==> config.mk <==
export PLATFORM = sky130hd
export DESIGN_NAME = tmr_pair
export DESIGN_NICKNAME = d
export VERILOG_FILES = /design/src/rtl/tmr_pkg.sv /design/src/rtl/tmr_tick.sv /design/src/rtl/tmr_edge.sv /design/src/rtl/tmr_unit.sv /design/src/rtl/tmr_pair.sv
export SDC_FILE = /design/constraint.sdc
export NUM_CORES = 1
export LEC_CHECK = 0
export ABC_CLOCK_PERIOD_IN_PS = 3500
export BUFFER_PORTS_ARGS = -buffer_cell sky130_fd_sc_hd__clkbuf_2
export CORE_UTILIZATION = 53
export CTS_CLUSTER_DIAMETER = 120
export CTS_CLUSTER_SIZE = 10
export DETAILED_ROUTE_END_ITERATION = 8
export GPL_ROUTABILITY_DRIVEN = 0
export PLACE_DENSITY = 0.76
export SLEW_MARGIN = 40
export SYNTH_ARGS = -nofsm -noshare
export SYNTH_HDL_FRONTEND = slang
export SYNTH_SLANG_ARGS = --single-unit
==> constraint.sdc <==
create_clock -name clk -period 3.5 [get_ports clk]
set_clock_uncertainty 0.1 [all_clocks]
set_input_delay 1.05 -clock clk [delete_from_list [all_inputs] [get_ports clk]]
set_output_delay 1.05 -clock clk [all_outputs]
set_load 0.02 [all_outputs]
==> src/rtl/tmr_pkg.sv <==
// Shared types for the dual timer/counter: counting modes and write targets.
package tmr_pkg;
    typedef enum logic [1:0] {
        MODE_13     = 2'b00,
        MODE_16     = 2'b01,
        MODE_RELOAD = 2'b10,
        MODE_SPLIT  = 2'b11
    } tmr_mode_e;

    typedef enum logic [2:0] {
        SEL_CFG  = 3'd0,
        SEL_T0LO = 3'd1,
        SEL_T0HI = 3'd2,
        SEL_T1LO = 3'd3,
        SEL_T1HI = 3'd4,
        SEL_RUN  = 3'd5,
        SEL_FCLR = 3'd6,
        SEL_NONE = 3'd7
    } wr_sel_e;
endpackage

==> src/rtl/tmr_tick.sv <==
// Machine-cycle strobe generator: one-clock pulse every TICK_DIV clocks.
// Assumes TICK_DIV >= 2. Counter restarts from zero on reset.
module tmr_tick #(
    parameter int TICK_DIV = 12
) (
    input  logic clk,
    input  logic rst_n,
    output logic tick
);
    localparam int CW = $clog2(TICK_DIV);
    localparam logic [CW-1:0] LAST = CW'(TICK_DIV - 1);

    logic [CW-1:0] cnt_q;

    assign tick = (cnt_q == LAST);

    // Free-running divider count.
    always_ff @(posedge clk) begin
        if (!rst_n)    cnt_q <= '0;
        else if (tick) cnt_q <= '0;
        else           cnt_q <= cnt_q + CW'(1);
    end

    assert_tick_gap_R2: assert property (@(posedge clk) disable iff (!rst_n)
        tick |=> !tick);
endmodule

==> src/rtl/tmr_edge.sv <==
// External pin falling-edge detector: two-flop synchroniser, then the
// synchronised level is sampled once per machine-cycle strobe.
// Assumes pin pulses last longer than one machine cycle to be seen.
module tmr_edge (
    input  logic clk,
    input  logic rst_n,
    input  logic tick,
    input  logic pin,
    output logic fall
);
    logic s1_q, s2_q, smp_q;

    assign fall = tick & smp_q & ~s2_q;

    // Synchronise the pin and hold the last strobe-time sample.
    always_ff @(posedge clk) begin
        if (!rst_n) begin
            s1_q  <= 1'b0;
            s2_q  <= 1'b0;
            smp_q <= 1'b0;
        end else begin
            s1_q <= pin;
            s2_q <= s1_q;
            if (tick) smp_q <= s2_q;
        end
    end

    assert_fall_resample_R3: assert property (@(posedge clk) disable iff (!rst_n)
        fall |=> !smp_q);
endmodule

==> src/rtl/tmr_unit.sv <==
// One timer's count bytes and roll-over rules for the four modes.
// adv advances the main count; adv_hi advances the high byte in split mode.
// A write to either byte suspends counting that cycle. ovf/ovf_hi are
// single-cycle wrap pulses. Assumes wr_lo and wr_hi are never both high.
module tmr_unit
    import tmr_pkg::*;
#(
    parameter int LOW_PRE = 5
) (
    input  logic      clk,
    input  logic      rst_n,
    input  tmr_mode_e mode,
    input  logic      adv,
    input  logic      adv_hi,
    input  logic      wr_lo,
    input  logic      wr_hi,
    input  logic      running,
    input  logic [7:0] wr_data,
    output logic [7:0] lo_q,
    output logic [7:0] hi_q,
    output logic      ovf,
    output logic      ovf_hi
);
    localparam logic [LOW_PRE-1:0] PRE_MAX = '1;

    logic [7:0] lo_n, hi_n;

    // Next-count selection: writes first, otherwise mode-specific stepping.
    always_comb begin
        lo_n   = lo_q;
        hi_n   = hi_q;
        ovf    = 1'b0;
        ovf_hi = 1'b0;
        if (wr_lo || wr_hi) begin
            if (wr_lo) lo_n = wr_data;
            if (wr_hi) begin
                hi_n = wr_data;
                if (mode == MODE_RELOAD && !running) lo_n = wr_data;
            end
        end else begin
            unique case (mode)
                MODE_13: if (adv) begin
                    if (lo_q[LOW_PRE-1:0] == PRE_MAX) begin
                        lo_n[LOW_PRE-1:0] = '0;
                        hi_n = hi_q + 8'd1;
                        ovf  = (hi_q == 8'hFF);
                    end else begin
                        lo_n[LOW_PRE-1:0] = lo_q[LOW_PRE-1:0] + LOW_PRE'(1);
                    end
                end
                MODE_16: if (adv) begin
                    {hi_n, lo_n} = {hi_q, lo_q} + 16'd1;
                    ovf = &{hi_q, lo_q};
                end
                MODE_RELOAD: if (adv) begin
                    if (lo_q == 8'hFF) begin
                        lo_n = hi_q;
                        ovf  = 1'b1;
                    end else begin
                        lo_n = lo_q + 8'd1;
                    end
                end
                MODE_SPLIT: begin
                    if (adv) begin
                        lo_n = lo_q + 8'd1;
                        ovf  = (lo_q == 8'hFF);
                    end
                    if (adv_hi) begin
                        hi_n   = hi_q + 8'd1;
                        ovf_hi = (hi_q == 8'hFF);
                    end
                end
            endcase
        end
    end

    // Count byte registers.
    always_ff @(posedge clk) begin
        if (!rst_n) begin
            lo_q <= '0;
            hi_q <= '0;
        end else begin
            lo_q <= lo_n;
            hi_q <= hi_n;
        end
    end

    assert_hold_idle_R9: assert property (@(posedge clk) disable iff (!rst_n)
        (!adv && !adv_hi && !wr_lo && !wr_hi) |=> ($stable(lo_q) && $stable(hi_q)));

    assert_wrap16_R5: assert property (@(posedge clk) disable iff (!rst_n)
        (mode == MODE_16 && adv && !wr_lo && !wr_hi && {hi_q, lo_q} == 16'hFFFF)
        |=> ({hi_q, lo_q} == 16'h0000));

    assert_reload_R6: assert property (@(posedge clk) disable iff (!rst_n)
        (mode == MODE_RELOAD && adv && !wr_lo && !wr_hi && lo_q == 8'hFF)
        |=> (lo_q == $past(hi_q)));

    assert_pre_top_R4: assert property (@(posedge clk) disable iff (!rst_n)
        (mode == MODE_13 && !wr_lo && !wr_hi)
        |=> (lo_q[7:LOW_PRE] == $past(lo_q[7:LOW_PRE])));
endmodule

==> src/rtl/tmr_pair.sv <==
// Dual timer/counter top: configuration, run and flag registers, tick
// source selection and split-mode routing of run/flag bits. Write port
// decoding follows the select codes in tmr_pkg. Gate bits are ignored.
module tmr_pair
    import tmr_pkg::*;
#(
    parameter int TICK_DIV = 12,
    parameter int LOW_PRE  = 5
) (
    input  logic        clk,
    input  logic        rst_n,
    input  logic        wr_en,
    input  logic [2:0]  wr_sel,
    input  logic [7:0]  wr_data,
    input  logic [1:0]  ext_pin,
    output logic [15:0] cnt0,
    output logic [15:0] cnt1,
    output logic [1:0]  ovf_flag
);
    localparam int NUM_T = 2;

    wr_sel_e    sel;
    logic       mtick;
    logic       split;
    logic [2:0] cfg_q [NUM_T];
    tmr_mode_e  mode  [NUM_T];
    logic [1:0] run_q, flag_q, flag_set, flag_clr;
    logic [1:0] fall, tick, adv, adv_h, wlo, whi, ovf_lo, ovf_h;
    logic [7:0] lo_q  [NUM_T];
    logic [7:0] hi_q  [NUM_T];

    assign sel = wr_en ? wr_sel_e'(wr_sel) : SEL_NONE;

    tmr_tick #(.TICK_DIV(TICK_DIV)) u_tick (
        .clk(clk), .rst_n(rst_n), .tick(mtick)
    );

    generate
        for (genvar g = 0; g < NUM_T; g++) begin : g_tmr
            tmr_edge u_edge (
                .clk(clk), .rst_n(rst_n), .tick(mtick),
                .pin(ext_pin[g]), .fall(fall[g])
            );

            assign mode[g] = tmr_mode_e'(cfg_q[g][1:0]);
            assign tick[g] = cfg_q[g][2] ? fall[g] : mtick;

            tmr_unit #(.LOW_PRE(LOW_PRE)) u_unit (
                .clk(clk), .rst_n(rst_n), .mode(mode[g]),
                .adv(adv[g]), .adv_hi(adv_h[g]),
                .wr_lo(wlo[g]), .wr_hi(whi[g]), .running(run_q[g]),
                .wr_data(wr_data), .lo_q(lo_q[g]), .hi_q(hi_q[g]),
                .ovf(ovf_lo[g]), .ovf_hi(ovf_h[g])
            );

            assert_flag_sticky_R10: assert property (@(posedge clk) disable iff (!rst_n)
                (flag_q[g] && !(sel == SEL_FCLR && wr_data[g])) |=> flag_q[g]);
        end
    endgenerate

    assign split    = (mode[0] == MODE_SPLIT);
    assign wlo      = {sel == SEL_T1LO, sel == SEL_T0LO};
    assign whi      = {sel == SEL_T1HI, sel == SEL_T0HI};
    assign adv[0]   = tick[0] & run_q[0];
    assign adv_h[0] = mtick & run_q[1];
    assign adv[1]   = (mode[1] != MODE_SPLIT) & tick[1] & (split | run_q[1]);
    assign adv_h[1] = 1'b0;

    assign flag_set[0] = ovf_lo[0];
    assign flag_set[1] = split ? ovf_h[0] : (ovf_lo[1] | ovf_h[1]);
    assign flag_clr    = (sel == SEL_FCLR) ? wr_data[1:0] : 2'b00;

    // Configuration, run and sticky flag registers.
    always_ff @(posedge clk) begin
        if (!rst_n) begin
            cfg_q[0] <= '0;
            cfg_q[1] <= '0;
            run_q    <= '0;
            flag_q   <= '0;
        end else begin
            if (sel == SEL_CFG) begin
                cfg_q[0] <= wr_data[2:0];
                cfg_q[1] <= wr_data[6:4];
            end
            if (sel == SEL_RUN) run_q <= wr_data[1:0];
            flag_q <= flag_set | (flag_q & ~flag_clr);
        end
    end

    assign cnt0     = {hi_q[0], lo_q[0]};
    assign cnt1     = {hi_q[1], lo_q[1]};
    assign ovf_flag = flag_q;

    assert_stopped_hold_R9: assert property (@(posedge clk) disable iff (!rst_n)
        (!split && !run_q[0] && !wlo[0] && !whi[0]) |=> $stable(cnt0));

    assert_t1_free_R8: assert property (@(posedge clk) disable iff (!rst_n)
        (split && mode[1] == MODE_16 && !cfg_q[1][2] && mtick && !wlo[1] && !whi[1])
        |=> (cnt1 != $past(cnt1)));
endmodule

==> results of run 1 <==
-- flip-flops by register name (all words and copies together), names as in the netlist --
register / count
g_tmr.u_unit.lo_q: 16
u_tick.cnt_q: 4
g_tmr.u_edge.smp_q: 2
cfg_q: 6
run_q: 2
g_tmr.u_edge.s1_q: 2
ovf_flag: 2
g_tmr.u_edge.s2_q: 2
g_tmr.u_unit.hi_q: 16
-- cells in the mapped netlist (4+ instances only) --
| cell type | count |
|---|---|
| sky130_fd_sc_hd__dfxtp_1 | 46 |
| sky130_fd_sc_hd__nand2_1 | 37 |
| sky130_fd_sc_hd__nor2_1 | 35 |
| sky130_fd_sc_hd__a21oi_1 | 29 |
| sky130_fd_sc_hd__nand3_1 | 23 |
| sky130_fd_sc_hd__clkbuf_1 | 21 |
| sky130_fd_sc_hd__o21ai_0 | 21 |
| sky130_fd_sc_hd__inv_1 | 19 |
| sky130_fd_sc_hd__and2_1 | 15 |
| sky130_fd_sc_hd__ha_1 | 12 |
| sky130_fd_sc_hd__nand4_1 | 12 |
| sky130_fd_sc_hd__mux2i_1 | 11 |
| sky130_fd_sc_hd__a22oi_1 | 10 |
| sky130_fd_sc_hd__nor3_1 | 10 |
| sky130_fd_sc_hd__a21o_1 | 8 |
| sky130_fd_sc_hd__and3_1 | 8 |
| sky130_fd_sc_hd__a211oi_1 | 7 |
| sky130_fd_sc_hd__nor2b_1 | 7 |
| sky130_fd_sc_hd__o31ai_1 | 7 |
| sky130_fd_sc_hd__edfxtp_1 | 6 |
| sky130_fd_sc_hd__nand2b_1 | 6 |
| sky130_fd_sc_hd__nor4_1 | 6 |
| sky130_fd_sc_hd__o211ai_1 | 6 |
| sky130_fd_sc_hd__o32ai_1 | 6 |
| sky130_fd_sc_hd__a31oi_1 | 5 |
| sky130_fd_sc_hd__a41oi_1 | 4 |
| sky130_fd_sc_hd__xnor2_1 | 4 |
-- how the worst max path moves through the flow --
stage                          from  depth (start not counted)  slack (ns)                              endpoint
after floorplan           wr_sel[0]                          6        0.62  g_tmr[0].u_unit.lo_q[5]$_SDFFE_PN0P_
after global placement    wr_sel[0]                          6        0.49  g_tmr[0].u_unit.lo_q[5]$_SDFFE_PN0P_
after detailed placement  wr_sel[0]                          6        0.45  g_tmr[0].u_unit.lo_q[5]$_SDFFE_PN0P_
after CTS                 wr_sel[0]                          6        0.77  g_tmr[0].u_unit.lo_q[5]$_SDFFE_PN0P_
after global routing      wr_sel[0]                          6        0.62  g_tmr[1].u_unit.lo_q[0]$_SDFFE_PN0P_
final                     wr_sel[0]                          6        0.75  g_tmr[0].u_unit.lo_q[5]$_SDFFE_PN0P_
-- cell type report --
cell class              instances  area, sq um
fillers                       598         2432
multi-input cells             360         2404
flip-flops and latches         52         1101
repair buffers                 61        332.8
well taps                      77        96.34
inverters                      19        71.32
clock buffers                   5        68.82
clock inverters                 3        25.02
-- worst max-delay path, cell delays in order --
cell and delay (ns):
sky130_fd_sc_hd__clkbuf_2 0.23, sky130_fd_sc_hd__xnor2_4 0.24, sky130_fd_sc_hd__nor2_2 0.06, sky130_fd_sc_hd__or4_4 0.55, sky130_fd_sc_hd__or4_4 0.49, sky130_fd_sc_hd__a221oi_2 0.27
-- stage by stage --
step | hold WS, ns | cell area (sq um)
after floorplan | 0.3119 | 3672
after global placement | 0.3256 | 3988
after detailed placement | 0.3270 | 3988
after CTS | 0.3539 | 4081
after global routing | 0.3645 | 4099
final | 0.3508 | 4099
-- routing by layer --
metal | GRT usage (%) | vias up | part of all wire [%]
met5 | 0 | - | 0
met4 | 10.02 | 0 | 2.1
met3 | 6.226 | 15 | 11
met2 | 45.75 | 231 | 44
met1 | 43.48 | 1825 | 43
li1 | - | 1825 | -
-- cell families after synthesis --
family          count (synthesis)
fa+ha+maj                      12
xor+xnor                        8
simple gates                  177
buf+inv                        45
compound gates                151
flops                          52
mux                            12
-- power breakdown --
part	switching (uW)	internal, uW
logic	173	101
registers	39.6	628
clock network	227	147
total	439	876
==> load_flow_metrics.sql, run 1 <==
INSERT INTO impl_metrics (metric_group, metric, value, unit) VALUES
('die', 'die_area', '7266', 'sq um'),
('flow_run', 'maxCapViolCount', '0', ''),
('clock_tree', 'tritoncts.num_buffers', '5', ''),
('cells_and_area', 'utilization', '62.76', '%'),
('power', 'powerDensity', '320.8', 'nW/um^2'),
('clock_tree', 'postCtsResizedCells', '0', ''),
('synth', 'synth_compound_gate_area_share', '30.12', '%'),
('route', 'vias', '3896', ''),
('die', 'core_area', '6531', 'sq um'),
('timing', 'slew_headroom', '46.01', '%'),
('cells_and_area', 'num_antenna_cells', '0', ''),
('route', 'postRouteAntennaNets', '0', ''),
('timing', 'max_freq', '363.1', 'MHz'),
('die', 'std_cell_rows', '29', ''),
('placement', 'placement.setup.worst_slack', '0.4472', 'ns'),
('route', 'drtIter0Drc', '428', ''),
('timing', 'rsz0062_at_grt', 'false', ''),
('worst_setup_path', 'critPathKind', 'in2reg', ''),
('synth', 'top_ff_cell_synth', 'sky130_fd_sc_hd__dfxtp_1', ''),
('route', 'detail_route.vias_per_cell', '6.752', ''),
('placement', 'placement.io_buffers', '49', ''),
('synth', 'portion_of_netlist_area_occupied_by_mux_cells', '3.305', '%'),
('synth', 'syn_inst', '457', ''),
('cells_and_area', 'commonest_non_fill_non_tap_cells_in_the_layout', '49 x sky130_fd_sc_hd__clkbuf_2, 46 x sky130_fd_sc_hd__dfxtp_1, 37 x sky130_fd_sc_hd__nand2_1', ''),
('die', 'initial_utilization', '56.23', '%'),
('die', 'io_pins', '50', ''),
('clock_tree', 'root_buffer', 'sky130_fd_sc_hd__clkbuf_8', ''),
('synth', 'netlist_area_before_placement', '3672', 'sq um'),
('synth', 'yosys_synthesis_warning_count', '0', ''),
('synth', 'synth_adder_area_share', '4.089', '%'),
('die', 'fp.dieW', '85.24', 'um'),
('worst_hold_path', 'min_path_cells', '1', ''),
('outcome', 'status', 'complete, no violations', ''),
('global_route', 'grt_antenna_before_repair', '0', ''),
('clock_tree', 'insertion_delay', '0.31', 'ns'),
('synth', 'synth_fp_nets', '485', ''),
('cells_and_area', 'synthesis_to_finish_area_growth', '11.62', '%'),
('die', 'die_height', '85.24', 'um'),
('global_route', 'grt_first_pass_wirelength', '17460', 'um'),
('placement', 'detailed_place_hpwl', '7735', 'um'),
('worst_hold_path', 'hold_end', 'g_tmr[0].u_edge.s2_q$_SDFF_PN0_', ''),
('synth', 'largest_family_of_logic_cells_by_synthesized_area', 'compound AO/OA/AOI/OAI gates', ''),
('clock_tree', 'clk_path_buf_depth', '2', ''),
('worst_setup_path', 'timing.rr.start', 'g_tmr[1].u_unit.lo_q[0]$_SDFFE_PN0P_', ''),
('worst_setup_path', 'cp-end-kind', 'flop', ''),
('worst_setup_path', 'worst-endpoint-arrival', '2.89', 'ns'),
('clock_tree', 'cts_tree', 'done', ''),
('cells_and_area', 'final_layout_size_suffix_gt1_share', '17.60', '%'),
('power', 'totalPowerFinal', '1315', 'uW'),
('timing', 'final_number_of_setup_violating_endpoints', '0', ''),
('clock_tree', 'cts-htree-levels', '2', ''),
('worst_setup_path', 'worst_r2r_end', 'g_tmr[1].u_unit.hi_q[7]$_SDFFE_PN0P_', ''),
('synth', 'post_synth_and_or_nand_nor_area_fraction', '25.18', '%'),
('synth', 'synth_top_cell_by_area', 'sky130_fd_sc_hd__dfxtp_1', ''),
('route', 'detail_route.drc_violations', '0', ''),
('timing', 'worst-slew-pin-transition', '0.8030', 'ns'),
('worst_setup_path', 'worst-endpoint-required', '3.64', 'ns'),
('worst_setup_path', 'crit_fanout', '11', ''),
('synth', 'synth_area_per_cell', '8.036', 'sq um'),
('synth', 'yosys_register_bits', '52', ''),
('worst_setup_path', 'cp-start-kind', 'input pin', ''),
('route', 'routed_wl', '10810', 'um'),
('cells_and_area', 'final_net_count', '527', ''),
('worst_setup_path', 'regToRegSetupSlack', '0.86', 'ns'),
('clock_tree', 'postCtsSetupRepairBufs', '0', ''),
('power', 'p_leak', '0.001594', 'uW'),
('synth', 'synth.distinct_cells', '71', ''),
('cells_and_area', 'final_common_cell', 'sky130_fd_sc_hd__clkbuf_2', ''),
('clock_tree', 'worst_setup_hold_path_clk_slew', '0.11', 'ns'),
('global_route', 'grt_max_degree', '33', ''),
('synth', 'synth_edf_count', '6', '');
Power figures use the tool's default switching activity.
==> run 2, diff against run 1 <==
ABC_CLOCK_PERIOD_IN_PS = 2500   (was 3500)
PLACE_DENSITY = 0.79   (was 0.76)
clock period = 2.5 ns   (was 3.5 ns; I/O delays follow)
==> run 2 against run 1 <==
Global-route usage rose by 1.6 points. Via count up 5.1%. Worst setup slack worse by 0.61 ns. Design area rose by 8.2%. Non-clock buffer count is 36 higher. Critical path depth is the same. Total power is 65% higher. Flip-flop and latch count stayed put. Combinational power up 63%.
==> load_flow_metrics.sql, run 2 (same netlist as run 1, synthesis figures left out) <==
INSERT INTO impl_metrics (metric_group, metric, value, unit) VALUES
('die', 'io_pins', '50', ''),
('worst_setup_path', 'critical_path.max_stage_delay', '0.49', 'ns'),
('outcome', 'status', 'complete, no violations', ''),
('cells_and_area', 'final_layout_size_suffix_gt1_share', '23.13', '%'),
('global_route', 'first_global_vias', '3673', ''),
('clock_tree', 'cts-htree-levels', '2', ''),
('die', 'std_cell_rows', '29', ''),
('route', 'drtIter0Drc', '456', ''),
('die', 'core_area', '6531', 'sq um'),
('worst_hold_path', 'hp-class', 'reg2reg', ''),
('power', 'p_clk_share', '36.8', '%'),
('clock_tree', 'tritoncts.num_buffers', '5', ''),
('cells_and_area', 'utilization', '67.89', '%'),
('cells_and_area', 'final_common_cell', 'sky130_fd_sc_hd__clkbuf_2', ''),
('worst_setup_path', 'cp-start-kind', 'flop', ''),
('placement', 'place_area', '4263', 'sq um'),
('timing', 'slew_headroom', '59.59', '%'),
('die', 'fp.dieW', '85.24', 'um'),
('timing', 'finalCriticalPeriod', '2.367', 'ns'),
('timing', 'finalCritPeriodShare', '94.68', '%'),
('placement', 'detailed_place_hpwl', '8348', 'um'),
('cells_and_area', 'fin_area', '4434', 'sq um'),
('worst_setup_path', 'cpMostUsedCell', 'sky130_fd_sc_hd__or4_4', ''),
('route', 'detail_route.drc_violations', '0', ''),
('timing', 'rsz0062_at_grt', 'false', ''),
('clock_tree', 'insertion_delay', '0.31', 'ns'),
('worst_setup_path', 'worst-endpoint-required', '2.63', 'ns'),
('global_route', 'grt_antenna_before_repair', '0', ''),
('power', 'powerDensity', '488.3', 'nW/um^2'),
('global_route', 'gr-usage-all-layers', '32.09', '%'),
('timing', 'timing_max_transition_violations_final', '0', ''),
('power', 'p_leak', '0.001798', 'uW'),
('clock_tree', 'cts_tree', 'done', ''),
('route', 'detail_route.vias_per_cell', '6.679', ''),
('route', 'vias', '4094', ''),
('power', 'netSwitchingFraction', '27.96', '%'),
('clock_tree', 'root_buffer', 'sky130_fd_sc_hd__clkbuf_8', ''),
('timing', 'final_number_of_setup_violating_endpoints', '0', ''),
('global_route', 'grt_first_pass_wirelength', '18330', 'um'),
('power', 'cellInternalPower', '1560', 'uW'),
('clock_tree', 'cts_hold_buf', '0', ''),
('clock_tree', 'numClockSinks', '52', ''),
('timing', 'worst-slew-pin-transition', '0.6015', 'ns'),
('die', 'initial_utilization', '56.23', '%'),
('cells_and_area', 'num_antenna_cells', '0', ''),
('timing', 'max_freq', '422.5', 'MHz'),
('cells_and_area', 'final_net_count', '563', ''),
('power', 'pwr-share-seq', '42.6', '%'),
('die', 'die_area', '7266', 'sq um'),
('worst_setup_path', 'critPathKind', 'reg2reg', ''),
('cells_and_area', 'synthesis_to_finish_area_growth', '20.75', '%'),
('worst_setup_path', 'cp_cell_sequence', 'ha_1, buf_4, nor3_1, or4_4, or4_4, a221oi_2', ''),
('placement', 'placement.io_buffers', '49', ''),
('route', 'postRouteAntennaNets', '0', ''),
('cells_and_area', 'commonest_non_fill_non_tap_cells_in_the_layout', '49 x sky130_fd_sc_hd__clkbuf_2, 48 x sky130_fd_sc_hd__buf_4, 46 x sky130_fd_sc_hd__dfxtp_1', ''),
('power', 'worst_ir_drop_vdd', '0.0002652', 'V'),
('route', 'route.detailed.wl_per_inst', '18.63', 'um'),
('cells_and_area', 'largest_registers', 'g_tmr.u_unit.hi_q x16, g_tmr.u_unit.lo_q x16, cfg_q x6', ''),
('power', 'p_sw', '605.5', 'uW'),
('flow_run', 'maxCapViolCount', '0', ''),
('global_route', 'grt_max_degree', '33', ''),
('die', 'die_height', '85.24', 'um'),
('worst_setup_path', 'critPathSlowestCell', 'sky130_fd_sc_hd__or4_4', ''),
('timing', 'hold_violations', '0', ''),
('clock_tree', 'clk_path_buf_depth', '2', ''),
('route', 'drt_first_pass_iters', '6', ''),
('global_route', 'grt.overflow.total', '0', ''),
('worst_setup_path', 'worst-endpoint-arrival', '2.50', 'ns'),
('worst_setup_path', 'crit_fanout', '5', ''),
('worst_setup_path', 'cp-end-kind', 'flop', ''),
('route', 'routed_wl', '11420', 'um'),
('power', 'power.combinational.fraction', '20.6', '%'),
('power', 'totalPowerFinal', '2165', 'uW'),
('clock_tree', 'worst_setup_hold_path_clk_slew', '0.10', 'ns');
## run 2: final timing paths
kind	depth (start not counted)	start	to	slack, ns
max reg2reg	6	cfg_q[0][1]$_SDFFCE_PN0P_	g_tmr[0].u_unit.lo_q[5]$_SDFFE_PN0P_	0.13
min reg2reg	1	g_tmr[1].u_edge.s1_q$_SDFF_PN0_	g_tmr[1].u_edge.s2_q$_SDFF_PN0_	0.34
max	6	cfg_q[0][1]$_SDFFCE_PN0P_	g_tmr[0].u_unit.lo_q[5]$_SDFFE_PN0P_	0.13
min	1	g_tmr[1].u_edge.s1_q$_SDFF_PN0_	g_tmr[1].u_edge.s2_q$_SDFF_PN0_	0.34
## run 2: metal layers
| layer | GRT usage [%] | vias up | share of wire, % |
|---|---|---|---|
| met5 | 0 | - | 0 |
| met4 | 10.17 | 0 | 2.3 |
| met3 | 7.296 | 31 | 10 |
| met2 | 51.10 | 253 | 46 |
| met1 | 43.14 | 1917 | 41 |
| li1 | - | 1893 | - |
## run 2: cell type report
cell class,count,area [sq um]
clock buffers,5,68.82
inverters,19,71.32
well taps,77,96.34
clock inverters,3,90.09
flip-flops and latches,52,1101
fillers,544,2097
repair buffers,97,605.6
multi-input cells,360,2401
## run 2: timing repair
action | in CTS | in global routing
setup endpoints to repair | 0 | 14
buffers inserted | 0 | 1
gates resized for setup | 0 | 3
## run 2: power groups by stage
stage	Combinational [uW]	Clock, uW	Sequential [uW]
after floorplan	239	0	958
after detailed placement	433	0	939
after CTS	437	803	920
after global placement	424	0	937
final	446	797	922
after global routing	481	840	928
## run 2: metrics by stage
stage	hold slack (ns)	setup slack [ns]	setup TNS, ns	std cells
2_1_floorplan	0.3119	-0.008712	-0.008712	457
3_3_place_gp	0.3251	-0.06195	-0.1186	604
3_5_place_dp	0.3265	-0.1071	-0.6820	604
4_1_cts	0.3458	0.05065	0	612
5_1_grt	0.3637	0.02678	0	613
6_report	0.3436	0.1330	0	613
## run 2: worst max-delay path: cells and delay by family (launching register included)
family / cells / cell delay [ns]
AO/OA/AOI/OAI: 1 / 0.26
buffers and inverters: 1 / 0.20
flip-flops: 1 / 0.42
adder cells (fa/ha/maj): 1 / 0.32
AND/OR/NAND/NOR: 3 / 0.99
==> run 3, diff against run 2 <==
==> constraint.sdc (replaced) <==
create_clock -name clk -period 2.5 [get_ports clk]
set_clock_uncertainty 0.1 [all_clocks]
set_input_delay 0.125 -clock clk [delete_from_list [all_inputs] [get_ports clk]]
set_output_delay 0.125 -clock clk [all_outputs]
set_load 0.02 [all_outputs]
==> run 3 against run 2 <==
First-iteration DRC count is 20% lower. Die area stayed put. Highest routed layer unchanged. Worst setup slack worse by 0.035 ns. Design area is 2.6% lower. Core utilization is 1.7 points lower. Via count is 1.7% lower. Global-route usage hardly changed. Hold slack worse by 0.33 ns. Combinational power is 5.8% lower. Fmax is 1.5% lower. Register-to-register slack worse by 0.04 ns.
==> load_flow_metrics.sql, run 3 (same netlist as run 1, synthesis figures left out) <==
INSERT INTO impl_metrics (metric_group, metric, value, unit) VALUES
('die', 'initial_utilization', '56.23', '%'),
('cells_and_area', 'fin_area', '4320', 'sq um'),
('route', 'vias', '4026', ''),
('die', 'io_pins', '50', ''),
('clock_tree', 'numClockSinks', '52', ''),
('cells_and_area', 'synthesis_to_finish_area_growth', '17.65', '%'),
('power', 'totalPowerFinal', '2148', 'uW'),
('timing', 'slew_headroom', '49.76', '%'),
('global_route', 'first_global_vias', '3658', ''),
('route', 'route.detailed.wl_per_inst', '19.02', 'um'),
('flow_run', 'maxCapViolCount', '0', ''),
('placement', 'detailed_place_hpwl', '8035', 'um'),
('worst_setup_path', 'critPathKind', 'reg2reg', ''),
('die', 'die_height', '85.24', 'um'),
('cells_and_area', 'final_net_count', '547', ''),
('cells_and_area', 'multi_input_comb_area', '2401', 'sq um'),
('cells_and_area', 'fill_cells', '578', ''),
('outcome', 'status', 'complete, no violations', ''),
('timing', 'worst_slack', '0.09774', 'ns'),
('clock_tree', 'cts-htree-levels', '2', ''),
('route', 'routed_wl', '11360', 'um'),
('clock_tree', 'worst_setup_hold_path_clk_slew', '0.10', 'ns'),
('global_route', 'gr-usage-all-layers', '32.08', '%'),
('clock_tree', 'tritoncts.num_buffers', '5', ''),
('cells_and_area', 'largest_registers', 'g_tmr.u_unit.hi_q x16, g_tmr.u_unit.lo_q x16, cfg_q x6', ''),
('clock_tree', 'clk_path_buf_depth', '2', ''),
('placement', 'placement.io_buffers', '49', ''),
('worst_setup_path', 'crit_buf_inv', '0', ''),
('worst_setup_path', 'cpMostUsedCell', 'sky130_fd_sc_hd__or4_4', ''),
('cells_and_area', 'final_layout_size_suffix_gt1_share', '20.58', '%'),
('worst_setup_path', 'cp-start-kind', 'flop', ''),
('worst_hold_path', 'hp-class', 'in2reg', ''),
('worst_setup_path', 'critPathSlowestCell', 'sky130_fd_sc_hd__or4_4', ''),
('power', 'p_leak', '0.001730', 'uW'),
('cells_and_area', 'commonest_non_fill_non_tap_cells_in_the_layout', '49 x sky130_fd_sc_hd__clkbuf_2, 45 x sky130_fd_sc_hd__dfxtp_1, 37 x sky130_fd_sc_hd__nand2_1', ''),
('cells_and_area', 'num_antenna_cells', '0', ''),
('timing', 'worst-slew-pin-transition', '0.7479', 'ns'),
('route', 'drt_first_pass_iters', '5', ''),
('worst_setup_path', 'cp-end-kind', 'flop', ''),
('global_route', 'grt_max_degree', '30', ''),
('timing', 'finalCritPeriodShare', '96.09', '%'),
('route', 'drtIter0Drc', '364', ''),
('worst_setup_path', 'crit_fanout', '5', ''),
('timing', 'timing_max_transition_violations_final', '0', ''),
('clock_tree', 'root_buffer', 'sky130_fd_sc_hd__clkbuf_8', ''),
('cells_and_area', 'sequential_cell_area', '1102', 'sq um'),
('timing', 'max_freq', '416.3', 'MHz'),
('route', 'postRouteAntennaNets', '0', ''),
('placement', 'placement.setup.worst_slack', '0.08780', 'ns'),
('die', 'std_cell_rows', '29', ''),
('global_route', 'grt.overflow.total', '0', ''),
('placement', 'place_area', '4115', 'sq um'),
('timing', 'finalCriticalPeriod', '2.402', 'ns'),
('timing', 'final_number_of_setup_violating_endpoints', '0', ''),
('worst_setup_path', 'cp_cell_sequence', 'ha_1, nand3b_1, or4_4, or4_4, a221oi_2', ''),
('power', 'powerDensity', '497.2', 'nW/um^2'),
('clock_tree', 'cts_tree', 'done', ''),
('power', 'worst_ir_drop_vdd', '0.0003580', 'V'),
('worst_setup_path', 'worst-endpoint-arrival', '2.53', 'ns'),
('route', 'detail_route.vias_per_cell', '6.744', ''),
('die', 'die_area', '7266', 'sq um'),
('global_route', 'grt_first_pass_wirelength', '18430', 'um'),
('timing', 'hold_violations', '0', ''),
('die', 'core_area', '6531', 'sq um'),
('worst_setup_path', 'critical-path-top-delay-family', 'simple AND/OR/NAND/NOR gates', ''),
('route', 'detail_route.drc_violations', '0', ''),
('worst_setup_path', 'critical_path.max_stage_delay', '0.56', 'ns'),
('clock_tree', 'insertion_delay', '0.32', 'ns'),
('cells_and_area', 'final_common_cell', 'sky130_fd_sc_hd__clkbuf_2', ''),
('global_route', 'grt_antenna_before_repair', '0', ''),
('die', 'fp.dieW', '85.24', 'um'),
('worst_setup_path', 'worst-endpoint-required', '2.62', 'ns');
run 3: changes by cell type in the layout (fill, tap and decap cells not counted):
cell | before | now
sky130_fd_sc_hd__buf_4 | 48 | 30
sky130_fd_sc_hd__o221ai_1 | 2 | 1
sky130_fd_sc_hd__ha_1 | 10 | 12
sky130_fd_sc_hd__o21ai_1 | 2 | 1
sky130_fd_sc_hd__dlygate4sd3_1 | 0 | 2
sky130_fd_sc_hd__nor2_4 | 1 | 0
sky130_fd_sc_hd__o21ai_2 | 0 | 1
sky130_fd_sc_hd__nor2_2 | 0 | 1
sky130_fd_sc_hd__ha_2 | 2 | 0
sky130_fd_sc_hd__o221ai_2 | 0 | 1
sky130_fd_sc_hd__dfxtp_2 | 0 | 1
sky130_fd_sc_hd__dfxtp_1 | 46 | 45
run 3: repair_timing:
action                                 CTS  global route
gates resized for setup                  0             4
buffers inserted                         0             2
endpoints found under the hold margin    2             0
hold buffers                             2             0
setup endpoints to repair                0            11
run 3: path summary, 6_finish.rpt:
kind | start | endpoint | slack, ns | cells after the start
max reg2reg | u_tick.cnt_q[0]$_SDFF_PP0_ | g_tmr[0].u_unit.lo_q[5]$_SDFFE_PN0P_ | 0.1 | 5
min reg2reg | g_tmr[0].u_edge.s1_q$_SDFF_PN0_ | g_tmr[0].u_edge.s2_q$_SDFF_PN0_ | 0.35 | 1
min | wr_data[7] | g_tmr[1].u_unit.lo_q[7]$_SDFFE_PN0P_ | 0.01 | 3
max | u_tick.cnt_q[0]$_SDFF_PP0_ | g_tmr[0].u_unit.lo_q[5]$_SDFFE_PN0P_ | 0.1 | 5
run 3: per-layer routing:
layer,global-route usage (%),routed length [um]
met1,44.24,4802
met2,51.03,5186
met3,4.572,1035
met4,11.86,330
met5,0,0
run 3: power breakdown:
group / switching [uW] / internal (uW)
clock: 304 / 501
sequential: 44.0 / 880
combinational: 262 / 158
total: 609 / 1540
run 3: metrics by stage:
step,hold slack [ns],util (%),cells,setup TNS [ns]
after floorplan,0.1523,-,457,0
final,0.01219,66.15,597,0
after detailed placement,0.2457,63.01,585,0
after CTS,0.008001,65.75,595,0
after global routing,0.02906,66.15,597,-0.01186
after global placement,0.2358,63.01,585,0
run 3: final cells by class:
class	count	area share (%)
Timing Repair Buffer	81	11.35
Tap cell	77	2.230
Clock buffer	5	1.593
Multi-Input combinational cell	360	55.57
Inverter	19	1.651
Sequential cell	52	25.51
Clock inverter	3	2.085
run 3: worst reg2reg max path: cells and delay by family (launching register included):
| family | cells | cell delay (ns) |
|---|---|---|
| and+or+nand+nor | 3 | 1.30 |
| DFF | 1 | 0.38 |
| adders and majority gates | 1 | 0.24 |
| AOI/OAI and AO/OA | 1 | 0.29 |
